$ cat src/rtl/fsk_rx_pkg.sv
package fsk_rx_pkg;
    typedef enum logic [1:0] {
        FR_IDLE  = 2'd0,
        FR_START = 2'd1,
        FR_DATA  = 2'd2,
        FR_STOP  = 2'd3
    } fr_state_t;
endpackage

$ cat src/rtl/fsk_framer.sv
module fsk_framer
    import fsk_rx_pkg::*;
#(
    parameter int OSR   = 16,
    parameter int NBITS = 8
) (
    input  logic             clk,
    input  logic             rst_n,
    input  logic             halt,
    input  logic             tick,
    input  logic             rx_bit,
    output logic             strobe,
    output logic             byte_ok,
    output logic [NBITS-1:0] byte_q
);
    localparam int PW = $clog2(OSR);
    localparam int CW = (NBITS > 1) ? $clog2(NBITS) : 1;
    localparam logic [PW-1:0] MID  = PW'(OSR / 2 - 1);
    localparam logic [PW-1:0] LAST = PW'(OSR - 1);

    fr_state_t        st, st_nx;
    logic [PW-1:0]    ph;
    logic [CW-1:0]    cnt;
    logic             prev;
    logic [NBITS-1:0] sh;
    logic             mid, last;

    assign mid  = tick && (ph == MID);
    assign last = tick && (ph == LAST);

    always_comb begin
        st_nx = st;
        unique case (st)
            FR_IDLE:  if (tick && prev && !rx_bit) st_nx = FR_START;
            FR_START: if (mid && rx_bit) st_nx = FR_IDLE;
                      else if (last) st_nx = FR_DATA;
            FR_DATA:  if (last && cnt == CW'(NBITS - 1)) st_nx = FR_STOP;
            FR_STOP:  if (mid) st_nx = FR_IDLE;
            default:  st_nx = FR_IDLE;
        endcase
    end

    always_ff @(posedge clk or negedge rst_n) begin
        if (!rst_n)     st <= FR_IDLE;
        else if (halt)  st <= FR_IDLE;
        else            st <= st_nx;
    end

    always_ff @(posedge clk or negedge rst_n) begin
        if (!rst_n) begin
            ph   <= '0;
            cnt  <= '0;
            prev <= 1'b1;
            sh   <= '0;
        end else if (halt) begin
            ph   <= '0;
            cnt  <= '0;
            prev <= 1'b1;
        end else if (tick) begin
            prev <= rx_bit;
            ph   <= (st == FR_IDLE) ? '0 : ph + 1'b1;
            if (st == FR_START) cnt <= '0;
            if (st == FR_DATA && mid) sh <= {rx_bit, sh[NBITS-1:1]};
            if (st == FR_DATA && last) cnt <= cnt + 1'b1;
        end
    end

    always_ff @(posedge clk or negedge rst_n) begin
        if (!rst_n) begin
            strobe  <= 1'b0;
            byte_ok <= 1'b0;
            byte_q  <= '0;
        end else if (halt) begin
            strobe  <= 1'b0;
            byte_ok <= 1'b0;
        end else begin
            strobe  <= mid && (st != FR_IDLE) && !(st == FR_START && rx_bit);
            byte_ok <= mid && (st == FR_STOP) && rx_bit;
            if (mid && st == FR_STOP && rx_bit) byte_q <= sh;
        end
    end


    byte_ok_strobe_chk: assert property (@(posedge clk) disable iff (!rst_n)
        byte_ok |-> strobe);


    halt_idle_chk: assert property (@(posedge clk) disable iff (!rst_n)
        halt |=> (st == FR_IDLE) && !strobe && !byte_ok);
endmodule

$ cat src/rtl/fsk_edge_sync.sv
module fsk_edge_sync #(
    parameter int STAGES = 2
) (
    input  logic clk,
    input  logic rst_n,
    input  logic halt,
    input  logic din,
    output logic rise
);
    logic [STAGES:0] s;

    always_ff @(posedge clk or negedge rst_n) begin
        if (!rst_n)     s <= '0;
        else if (halt)  s <= '0;
        else            s <= {s[STAGES-1:0], din};
    end

    assign rise = s[STAGES-1] && !s[STAGES];


    sync_rise_chk: assert property (@(posedge clk) disable iff (!rst_n)
        rise |-> $past(din, STAGES));
endmodule

$ cat src/rtl/fsk_rdbuf.sv
module fsk_rdbuf #(
    parameter int OSR   = 16,
    parameter int NBITS = 8
) (
    input  logic             clk,
    input  logic             rst_n,
    input  logic             halt,
    input  logic             tick,
    input  logic             load,
    input  logic [NBITS-1:0] load_byte,
    input  logic             shift,
    output logic             bit_out,
    output logic             dr_n
);
    localparam int IW = (NBITS > 1) ? $clog2(NBITS) : 1;
    localparam int DW = $clog2(OSR + 1);

    logic [NBITS-1:0] hold;
    logic [IW-1:0]    idx;
    logic [DW-1:0]    drc;

    always_ff @(posedge clk or negedge rst_n) begin
        if (!rst_n) begin
            hold <= '0;
            idx  <= '0;
            drc  <= '0;
        end else if (halt) begin
            drc  <= '0;
        end else if (load) begin
            hold <= load_byte;
            idx  <= '0;
            drc  <= DW'(OSR);
        end else begin
            if (shift) idx <= (idx == IW'(NBITS - 1)) ? '0 : idx + 1'b1;
            if (tick && drc != '0) drc <= drc - 1'b1;
        end
    end

    assign bit_out = hold[idx];
    assign dr_n    = (drc == '0);


    load_dr_chk: assert property (@(posedge clk) disable iff (!rst_n)
        (load && !halt) |=> !dr_n && (bit_out == $past(load_byte[0])));


    idle_hold_chk: assert property (@(posedge clk) disable iff (!rst_n)
        (!load && !shift) |=> $stable(bit_out));
endmodule

$ cat src/rtl/fsk_rx_iface.sv
module fsk_rx_iface #(
    parameter int OSR   = 16,
    parameter int NBITS = 8
) (
    input  logic clk,
    input  logic rst_n,
    input  logic os_tick,
    input  logic rx_bit,
    input  logic mode_sel,
    input  logic ctl_a,
    input  logic ctl_b,
    input  logic dclk_in,
    output logic data_out,
    output logic dclk_out,
    output logic dclk_oe,
    output logic dr_n
);
    logic             pd;
    logic             strobe, byte_ok, shift, buf_bit, buf_dr_n;
    logic [NBITS-1:0] byte_q;

    assign pd = mode_sel && !ctl_a && !ctl_b;

    fsk_framer #(.OSR(OSR), .NBITS(NBITS)) u_framer (
        .clk(clk), .rst_n(rst_n), .halt(pd), .tick(os_tick), .rx_bit(rx_bit),
        .strobe(strobe), .byte_ok(byte_ok), .byte_q(byte_q)
    );

    fsk_edge_sync #(.STAGES(2)) u_sync (
        .clk(clk), .rst_n(rst_n), .halt(pd), .din(dclk_in), .rise(shift)
    );

    fsk_rdbuf #(.OSR(OSR), .NBITS(NBITS)) u_rdbuf (
        .clk(clk), .rst_n(rst_n), .halt(pd), .tick(os_tick),
        .load(byte_ok), .load_byte(byte_q), .shift(shift),
        .bit_out(buf_bit), .dr_n(buf_dr_n)
    );

    always_comb begin
        if (pd) begin
            data_out = 1'b0;
            dclk_out = 1'b0;
            dclk_oe  = 1'b0;
            dr_n     = 1'b1;
        end else if (!mode_sel) begin
            data_out = rx_bit;
            dclk_out = strobe;
            dclk_oe  = 1'b1;
            dr_n     = 1'b1;
        end else begin
            data_out = buf_bit;
            dclk_out = 1'b0;
            dclk_oe  = 1'b0;
            dr_n     = buf_dr_n;
        end
    end


    pd_quiet_chk: assert property (@(posedge clk) disable iff (!rst_n)
        (mode_sel && !ctl_a && !ctl_b) |-> dr_n && !dclk_oe && !dclk_out && !data_out);


    mode1_input_chk: assert property (@(posedge clk) disable iff (!rst_n)
        (mode_sel && (ctl_a || ctl_b)) |-> !dclk_oe && !dclk_out);


    strobe_width_chk: assert property (@(posedge clk) disable iff (!rst_n)
        (strobe && os_tick) |=> !strobe);
endmodule

$ cat config.mk
export PLATFORM = sky130hd
export DESIGN_NAME = fsk_rx_iface
export DESIGN_NICKNAME = d
export VERILOG_FILES = /design/src/rtl/fsk_rx_pkg.sv /design/src/rtl/fsk_framer.sv /design/src/rtl/fsk_edge_sync.sv /design/src/rtl/fsk_rdbuf.sv /design/src/rtl/fsk_rx_iface.sv
export SDC_FILE = /design/constraint.sdc
export NUM_CORES = 1
export LEC_CHECK = 0
export ABC_AREA = 0
export CORE_ASPECT_RATIO = 1.25
export CORE_MARGIN = 8
export CORE_UTILIZATION = 49
export CTS_CLUSTER_SIZE = 14
export DETAILED_ROUTE_END_ITERATION = 16
export PLACE_DENSITY = 0.67
export SETUP_SLACK_MARGIN = 0.1
export SKIP_CTS_REPAIR_TIMING = 1
export SYNTH_ARGS = -nofsm -noshare
export SYNTH_HDL_FRONTEND = slang
export SYNTH_SLANG_ARGS = --single-unit
$ cat constraint.sdc
create_clock -name clk -period 2.9 [get_ports clk]
set_clock_uncertainty 0.1 [all_clocks]
set_input_delay 0.58 -clock clk [delete_from_list [all_inputs] [get_ports clk]]
set_output_delay 0.58 -clock clk [all_outputs]
set_load 0.1 [all_outputs]
==> results.toml, run 1 <==
[outcome]
status = "finished, final reports clean"

[placement]
place_hpwl_mm = 2.938
place_congestion = 0.7830
io_buffers = 11
place_area_um2 = 2431

[finish]
layout.nets = 215
syn2layout_area_growth_pct = 13.55
layout-drive-gt1-share_pct = 24.26
final_cell_area_um2 = 2526
diodes = 0

[clock_tree]
ctsLongestPathBuffers = 2
cts_sinks = 47
numCtsBuffers = 5
h-tree-depth = 2
clk_latency_ns = 0.29
root_buffer = "clkbuf_8"
cts_tree = "built"
path_clk_slew_ns = 0.08

[timing]
period_share_pct = 90.81
finalSetupTns_ns = 0
max_slew.worst_pin.slew_ns = 1.005
fmax_mhz = 379.7
whs_ns = 0.3463
setup_viol = 0
period_minus_slack_ns = 2.633
slew_viol_final = 0
rsz0062_at_grt = "false"
max_slew_margin_pct = 33.01
hold_violations = 0

[global_routing]
grt_use_total_pct = 12.37
antenna_found_initial = 0
grt_pass1_wl_mm = 7.231
grt.overflow.total = 0
grt_start_max_net_pins = 48
grt_pass1_vias = 1547

[route]
vias = 1477
wl_per_cell_um = 15.50
ant_nets = 0
routed_wl_mm = 4.030
viasPerCell = 5.681
remaining_drc_errors = 0
drtIter0Drc = 67
firstDrtPassIters = 4

[synth]
yosys-top-cells-area = "dfrtp_1 (52%), mux2_2 (13%), ha_1 (3.4%)"
synth_cell_types = 42
synth.yosys.seq_area_share_pct = 52.92
avgSynthCellArea_um2 = 11.77
yosys.area.top_type = "dfrtp_1"
synth_fp_nets = 203
synthCells = 189
yosys.area.top_type_share_pct = 51.74
yosysWarnings = 0
async_reset_ff_share_pct = 100.0
synth_top_flop_cell = "dfrtp_1"
yosys_register_bits = 47
synth_edf_count = 0
synth_area_um2 = 2225

[die]
io_pins = 12
die_h_um = 91.34
initial_utilization_pct = 50.66
core_area_um2 = 4392
fp-row-count = 27
die_x_um = 76.27
dieArea_um2 = 6966

[power]
power.density_nw_per_um2 = 638.0
cellLeakagePower_nw = 1.238
ir_drop_uv = 304.0

[setup_path]
path_class = "reg -> out"
critPathLaunch = "u_rdbuf.idx[2]$_DFFE_PN0P_"
r2r_start = "u_framer.ph[0]$_DFFE_PN0P_"
ff2ff_path_depth = 5
cp.required_ns = 2.22
worst_path_max_delay_cell = "dfrtp_1"
cp_top_family = "compound AO/OA/AOI/OAI gates"
r2r_end = "u_framer.byte_q[1]$_DFFE_PN0P_"
crit_path_end_kind = "output port"
crit_fanout = 7
worstPathArrival_ns = 1.95
critPathBufInv = 1
slowest_delay_ns = 0.52
rrSetupSlack_ns = 0.85
startpoint_type = "register"
path_cells = "mux2_2 > o311ai_0 > o22ai_2 > buf_12"

[job]
drv_cap = 0

[worst_hold_path]
hold_class = "in -> async"
[placed cells by master, fill, tap and decap left out, types with 2 or more instances in the layout]
| cell type | n |
|---|---|
| a21oi_1 | 8 |
| a22oi_1 | 4 |
| and3_1 | 3 |
| buf_12 | 4 |
| buf_4 | 3 |
| clkbuf_8 | 6 |
| clkdlybuf4s50_1 | 6 |
| dfrtp_1 | 46 |
| ha_1 | 6 |
| inv_1 | 6 |
| mux2_2 | 25 |
| mux2i_1 | 4 |
| nand2_1 | 10 |
| nand2b_1 | 3 |
| nand3_1 | 6 |
| nand3b_1 | 2 |
| nor2_1 | 12 |
| nor2_8 | 2 |
| nor2b_1 | 5 |
| nor3_1 | 4 |
| o211ai_1 | 5 |
| o21ai_0 | 7 |
| or3_1 | 2 |
| xor2_1 | 2 |
[power breakdown]
group / switching [W] / internal (W)
Clock: 0.000206 / 0.000195
Sequential: 0.0000857 / 0.000717
Combinational: 0.000223 / 0.000185
Total: 0.000515 / 0.00110
[state kept, by name, indices dropped and copies added (netlist names)]
| name | flops |
|---|---|
| u_rdbuf.hold | 8 |
| u_framer.byte_ok | 1 |
| u_framer.byte_q | 8 |
| u_framer.strobe | 1 |
| u_sync.s | 3 |
| u_framer.sh | 8 |
| u_framer.st | 2 |
| u_framer.ph | 4 |
| u_rdbuf.drc | 5 |
| u_rdbuf.idx | 3 |
| u_framer.prev | 1 |
| u_framer.cnt | 3 |
[logic make-up (layout without fill, tap and decap cells)]
kind of cell / Yosys count / after routing / share of synthesized area, %
AOI/OAI and AO/OA: 32 / 32 / 9.562
xor gates and xnor gates: 3 / 3 / 1.181
adders and majority gates: 6 / 6 / 3.374
buffers and inverters: 15 / 28 / 2.812
DFF: 47 / 47 / 52.92
muxes: 29 / 29 / 14.45
and+or+nand+nor: 57 / 57 / 15.69
[stage by stage]
step | worst slack [ns] | power [W] | cells | utilization [%]
2_1_floorplan | 0.1682 | 0.001089 | 189 | -
3_3_place_gp | 0.3964 | 0.001186 | 252 | 55.36
3_5_place_dp | 0.3550 | 0.001225 | 252 | 55.36
4_1_cts | 0.2145 | 0.001634 | 260 | 57.52
5_1_grt | 0.1581 | 0.001718 | 260 | 57.52
6_report | 0.2666 | 0.001612 | 260 | 57.52
[worst max-delay path by stage]
stage / to / slack, ns / cells past startpoint
2_1_floorplan: dr_n / 0.17 / 1
5_1_grt: data_out / 0.16 / 4
3_3_place_gp: u_framer.byte_q[4]$_DFFE_PN0P_ / 0.40 / 5
6_report: data_out / 0.27 / 4
4_1_cts: data_out / 0.21 / 4
3_5_place_dp: u_framer.byte_q[1]$_DFFE_PN0P_ / 0.36 / 5
[per-layer routing]
metal | routed length (um) | up-vias | global-route usage, %
li1 | - | 704 | -
met1 | 1709 | 744 | 14.33
met2 | 2133 | 24 | 22.05
met3 | 146 | 5 | 3.353
met4 | 41 | 0 | 2.894
met5 | 0 | - | 0
[Yosys cell counts (2+ instances only)]
cell	n
mux2_2	25
inv_1	6
a22oi_1	4
o21ai_0	7
nor3_1	4
or3_1	2
ha_1	6
o211ai_1	5
nor2_1	12
clkbuf_1	6
nor2b_1	5
nand3_1	6
nand3b_1	2
mux2i_1	4
nand2_1	10
a21oi_1	8
and3_1	3
nand2b_1	3
xor2_1	2
dfrtp_1	46
nor2_8	2
[cell type report]
type | instances | area, um2
clock inverter | 1 | 8.758
inverter | 6 | 22.52
timing repair buffer | 14 | 167.7
sequential | 47 | 1177
multi-input combinational | 127 | 991.0
tap | 58 | 72.57
fill | 370 | 1866
clock buffer | 7 | 86.33
Power figures use the tool's default switching activity.
==> run 2: changes to the inputs <==
- CORE_ASPECT_RATIO: 1.25 -> unset
==> run 2 against run 1 <==
  * Clock power decreased by 5.5%
  * Die area decreased by 0.19%
  * Sequential cell count unchanged
  * Register-to-register slack improved by 0.03 ns
  * Sequential power decreased by 0.7%
  * Global-route usage decreased by 0.33 points
  * Non-clock buffer count decreased by 1
  * Worst setup slack improved by 0.012 ns
  * Final cell count decreased by 2.7%
  * Critical path type unchanged
  * Fmax increased by 0.46%
==> results.toml, run 2 (same netlist as run 1, synthesis figures left out) <==
[timing]
period_minus_slack_ns = 2.621
max_slew_margin_pct = 31.58
hold_violations = 0
whs_ns = 0.3518
fmax_mhz = 381.5
finalSetupTns_ns = 0
period_share_pct = 90.40
rsz0062_at_grt = "false"
fin_ws_ns = 0.2785
slew_viol_final = 0
setup_viol = 0
max_slew.worst_pin.slew_ns = 1.026

[die]
fp-row-count = 24
core_area_um2 = 4354
io_pins = 12
dieArea_um2 = 6952
die_h_um = 83.38
die_x_um = 83.38
initial_utilization_pct = 51.09

[setup_path]
cp.required_ns = 2.22
path_cells = "mux2_2 > o311ai_0 > o22ai_2 > buf_12"
worstPathArrival_ns = 1.94
crit_fanout = 7
r2r_end = "u_framer.byte_q[4]$_DFFE_PN0P_"
ff2ff_path_depth = 5
worst_path_max_delay_cell = "dfrtp_1"
path_class = "reg -> out"
slowest_delay_ns = 0.51
crit_path_end_kind = "output port"
startpoint_type = "register"
r2r_start = "u_framer.ph[0]$_DFFE_PN0P_"
rrSetupSlack_ns = 0.88

[global_routing]
grt_start_max_net_pins = 48
grt_pass1_vias = 1417
grt.overflow.total = 0
antenna_found_initial = 0
grt_pass1_wl_mm = 6.920
grt_use_total_pct = 12.04

[route]
firstDrtPassIters = 4
ant_nets = 0
vias = 1479
remaining_drc_errors = 0
wl_per_cell_um = 15.49
viasPerCell = 5.846
drtIter0Drc = 88
routed_wl_mm = 3.920

[power]
p_int_w = 0.001067
power.density_nw_per_um2 = 629.4
seq_power_share_pct = 50.6
switching_share_pct = 32.22
p_clk_share_pct = 24.2
p_sw_w = 0.0005072
cellLeakagePower_nw = 1.226
ir_drop_uv = 252.7
power_w = 0.001574
combPwrFrac_pct = 25.2

[clock_tree]
h-tree-depth = 2
numCtsBuffers = 5
cts_sinks = 47
clk_latency_ns = 0.30
cts_tree = "built"
root_buffer = "clkbuf_8"
ctsLongestPathBuffers = 2
path_clk_slew_ns = 0.08

[worst_hold_path]
hold_class = "in -> async"

[finish]
layout_commonest_cell = "dfrtp_1"
syn2layout_area_growth_pct = 12.43
layout-drive-gt1-share_pct = 23.88
mostFrequentLayoutCells = "dfrtp_1 (46), mux2_2 (25), nor2_1 (12)"
top_regs = "u_framer.byte_q x8, u_framer.sh x8, u_rdbuf.hold x8"
layout.nets = 214
final_cell_area_um2 = 2501
diodes = 0

[job]
drv_cap = 0

[placement]
io_buffers = 11
place_area_um2 = 2416
place_ws_ns = 0.3606
place_hpwl_mm = 2.778
place_congestion = 0.7992

[outcome]
status = "finished, final reports clean"
run 2: cell types whose count changed in the layout (fill, tap and decap cells not counted):
cell	before	now
clkinv_2	0	1
clkbuf_8	6	5
clkinv_4	1	0
clkinvlp_4	0	1
buf_4	3	2
run 2: power by group through the flow:
stage / Clock (W) / Combinational [W] / Sequential [W]
floorplan: 0 / 0.000315 / 0.000774
global placement: 0 / 0.000376 / 0.000807
detailed placement: 0 / 0.000397 / 0.000809
CTS: 0.000390 / 0.000400 / 0.000796
global route: 0.000424 / 0.000433 / 0.000810
finish: 0.000380 / 0.000396 / 0.000797
run 2: area by class of cell:
type	instances	area, um2
inverter	6	22.52
fill	340	1853
timing repair buffer	13	160.2
clock buffer	6	72.57
sequential	47	1177
clock inverter	2	12.51
multi-input combinational	127	991.0
tap	52	65.06
run 2: per-layer routing:
| layer | part of all wire (%) | up-vias | track usage, % |
|---|---|---|---|
| li1 | - | 703 | - |
| met1 | 47 | 733 | 15.11 |
| met2 | 47 | 36 | 17.96 |
| met3 | 4.8 | 7 | 4.199 |
| met4 | 1.9 | 0 | 5.751 |
| met5 | 0 | - | 0 |
run 2: worst max-delay path: cells and delay by family, from the launching register on:
kind / cells / cell delay [ns]
DFF: 1 / 0.51
AOI/OAI and AO/OA: 2 / 0.56
buffers and inverters: 1 / 0.20
muxes: 1 / 0.37
run 2: how the worst max path moves through the flow:
stage | to | startpoint | slack, ns | cells past startpoint
finish | data_out | u_rdbuf.idx[2]$_DFFE_PN0P_ | 0.28 | 4
global route | data_out | u_rdbuf.idx[2]$_DFFE_PN0P_ | 0.14 | 4
CTS | data_out | u_rdbuf.idx[2]$_DFFE_PN0P_ | 0.22 | 4
detailed placement | u_framer.byte_q[4]$_DFFE_PN0P_ | mode_sel | 0.36 | 5
global placement | u_framer.byte_q[5]$_DFFE_PN0P_ | mode_sel | 0.40 | 5
floorplan | dr_n | ctl_a | 0.17 | 1
run 2: metrics by stage:
stage | util, % | std cells
floorplan | - | 189
global placement | 55.49 | 245
detailed placement | 55.49 | 245
CTS | 57.44 | 253
global route | 57.44 | 253
finish | 57.44 | 253
==> run 3: changes to the inputs <==
- CAP_MARGIN: unset -> 5
- MAX_ROUTING_LAYER: unset -> met4
==> run 3 against run 2 <==
  * Highest routed layer unchanged
  * Critical path type unchanged
  * Largest power group unchanged
  * Power down 0.15%
  * Core utilization is the same
  * Worst setup slack got worse by 0.0037 ns
==> results.toml, run 3 (same netlist as run 1, synthesis figures left out) <==
[finish]
layout-drive-gt1-share_pct = 23.88
syn2layout_area_growth_pct = 12.43
mostFrequentLayoutCells = "dfrtp_1 (46), mux2_2 (25), nor2_1 (12)"
layout_commonest_cell = "dfrtp_1"
top_regs = "u_framer.byte_q x8, u_framer.sh x8, u_rdbuf.hold x8"
post-route-util_pct = 57.44
diodes = 0
layout.nets = 214
fin_cells = 253

[setup_path]
worstPathArrival_ns = 1.95
cp.required_ns = 2.22
ff2ff_path_depth = 5
r2r_end = "u_framer.byte_q[4]$_DFFE_PN0P_"
path_cells = "mux2_2 > o311ai_0 > o22ai_2 > buf_12"
worst_path_max_delay_cell = "dfrtp_1"
crit_fanout = 7
crit_path_end_kind = "output port"
rrSetupSlack_ns = 0.88
startpoint_type = "register"
slowest_delay_ns = 0.51
r2r_start = "u_framer.ph[0]$_DFFE_PN0P_"
path_class = "reg -> out"

[global_routing]
grt_use_total_pct = 12.37
antenna_found_initial = 0
grt.overflow.total = 0
grt_pass1_wl_mm = 6.913
grt_pass1_vias = 1421
grt_start_max_net_pins = 48

[power]
power.density_nw_per_um2 = 628.4
ir_drop_uv = 252.7
p_sw_w = 0.0005049
combPwrFrac_pct = 25.2
switching_share_pct = 32.12
p_clk_share_pct = 24.1
p_int_w = 0.001067
power_w = 0.001572
cellLeakagePower_nw = 1.226
seq_power_share_pct = 50.7

[route]
firstDrtPassIters = 4
routed_wl_mm = 3.939
vias = 1484
viasPerCell = 5.866
drtIter0Drc = 79
ant_nets = 0
wl_per_cell_um = 15.57
remaining_drc_errors = 0

[clock_tree]
clk_latency_ns = 0.29
cts_tree = "built"
h-tree-depth = 2
cts_sinks = 47
numCtsBuffers = 5
ctsLongestPathBuffers = 2
path_clk_slew_ns = 0.08
root_buffer = "clkbuf_8"

[placement]
dp.cells = 245
place_hpwl_mm = 2.778
io_buffers = 11
place_congestion = 0.8106

[timing]
setup_viol = 0
max_slew_margin_pct = 32.45
slew_viol_final = 0
hold_violations = 0
finalSetupTns_ns = 0
rsz0062_at_grt = "false"
max_slew.worst_pin.slew_ns = 1.013
fmax_mhz = 380.9
period_share_pct = 90.52
period_minus_slack_ns = 2.625

[job]
drv_cap = 0

[die]
die_x_um = 83.38
core_area_um2 = 4354
io_pins = 12
initial_utilization_pct = 51.09
fp-row-count = 24
die_h_um = 83.38
dieArea_um2 = 6952

[outcome]
status = "finished, final reports clean"

[worst_hold_path]
hold_class = "in -> async"
-- run 3: cell counts in the layout (fill, tap and decap cells not counted) --
Identical to the previous run, type by type.
-- run 3: layer usage --
| metal | wire length [um] | up-vias | global-route usage [%] |
|---|---|---|---|
| met5 | 0 | - | - |
| li1 | - | 700 | - |
| met4 | 72 | 0 | 5.751 |
| met2 | 1855 | 31 | 18.10 |
| met1 | 1834 | 746 | 15.11 |
| met3 | 176 | 7 | 4.004 |
-- run 3: stage by stage --
step	cell area [um2]	hold slack, ns	setup WS, ns
4_1_cts	2501	0.3802	0.2153
5_1_grt	2501	0.4098	0.1442
3_5_place_dp	2416	0.3712	0.3606
6_report	2501	0.3497	0.2748
3_3_place_gp	2416	0.3578	0.3995
2_1_floorplan	2231	0.1844	0.1682
-- run 3: worst max-delay path by stage --
stage                                    start                             end  cells past startpoint
floorplan                                ctl_a                            dr_n                      1
global placement                      mode_sel  u_framer.byte_q[5]$_DFFE_PN0P_                      5
detailed placement                    mode_sel  u_framer.byte_q[4]$_DFFE_PN0P_                      5
CTS                 u_rdbuf.idx[2]$_DFFE_PN0P_                        data_out                      4
global route        u_rdbuf.idx[2]$_DFFE_PN0P_                        data_out                      4
finish              u_rdbuf.idx[2]$_DFFE_PN0P_                        data_out                      4
-- run 3: cell type report --
type / count / area (um2)
Timing Repair Buffer: 13 / 160.2
Clock inverter: 2 / 12.51
Tap cell: 52 / 65.06
Clock buffer: 6 / 72.57
Multi-Input combinational cell: 127 / 991.0
Fill cell: 340 / 1853
Sequential cell: 47 / 1177
Inverter: 6 / 22.52
-- run 3: critical path: cells and delay by family (launching register included) --
kind | cells | cell delay, ns
AOI/OAI and AO/OA | 2 | 0.58
buffers and inverters | 1 | 0.20
DFF | 1 | 0.51
muxes | 1 | 0.37
-- run 3: power by group through the flow --
stage               sequential, W  combinational (W)  clock (W)
floorplan                0.000774           0.000315          0
global placement         0.000807           0.000376          0
detailed placement       0.000809           0.000397          0
CTS                      0.000796           0.000400   0.000390
global route             0.000810           0.000433   0.000424
finish                   0.000797           0.000396   0.000379
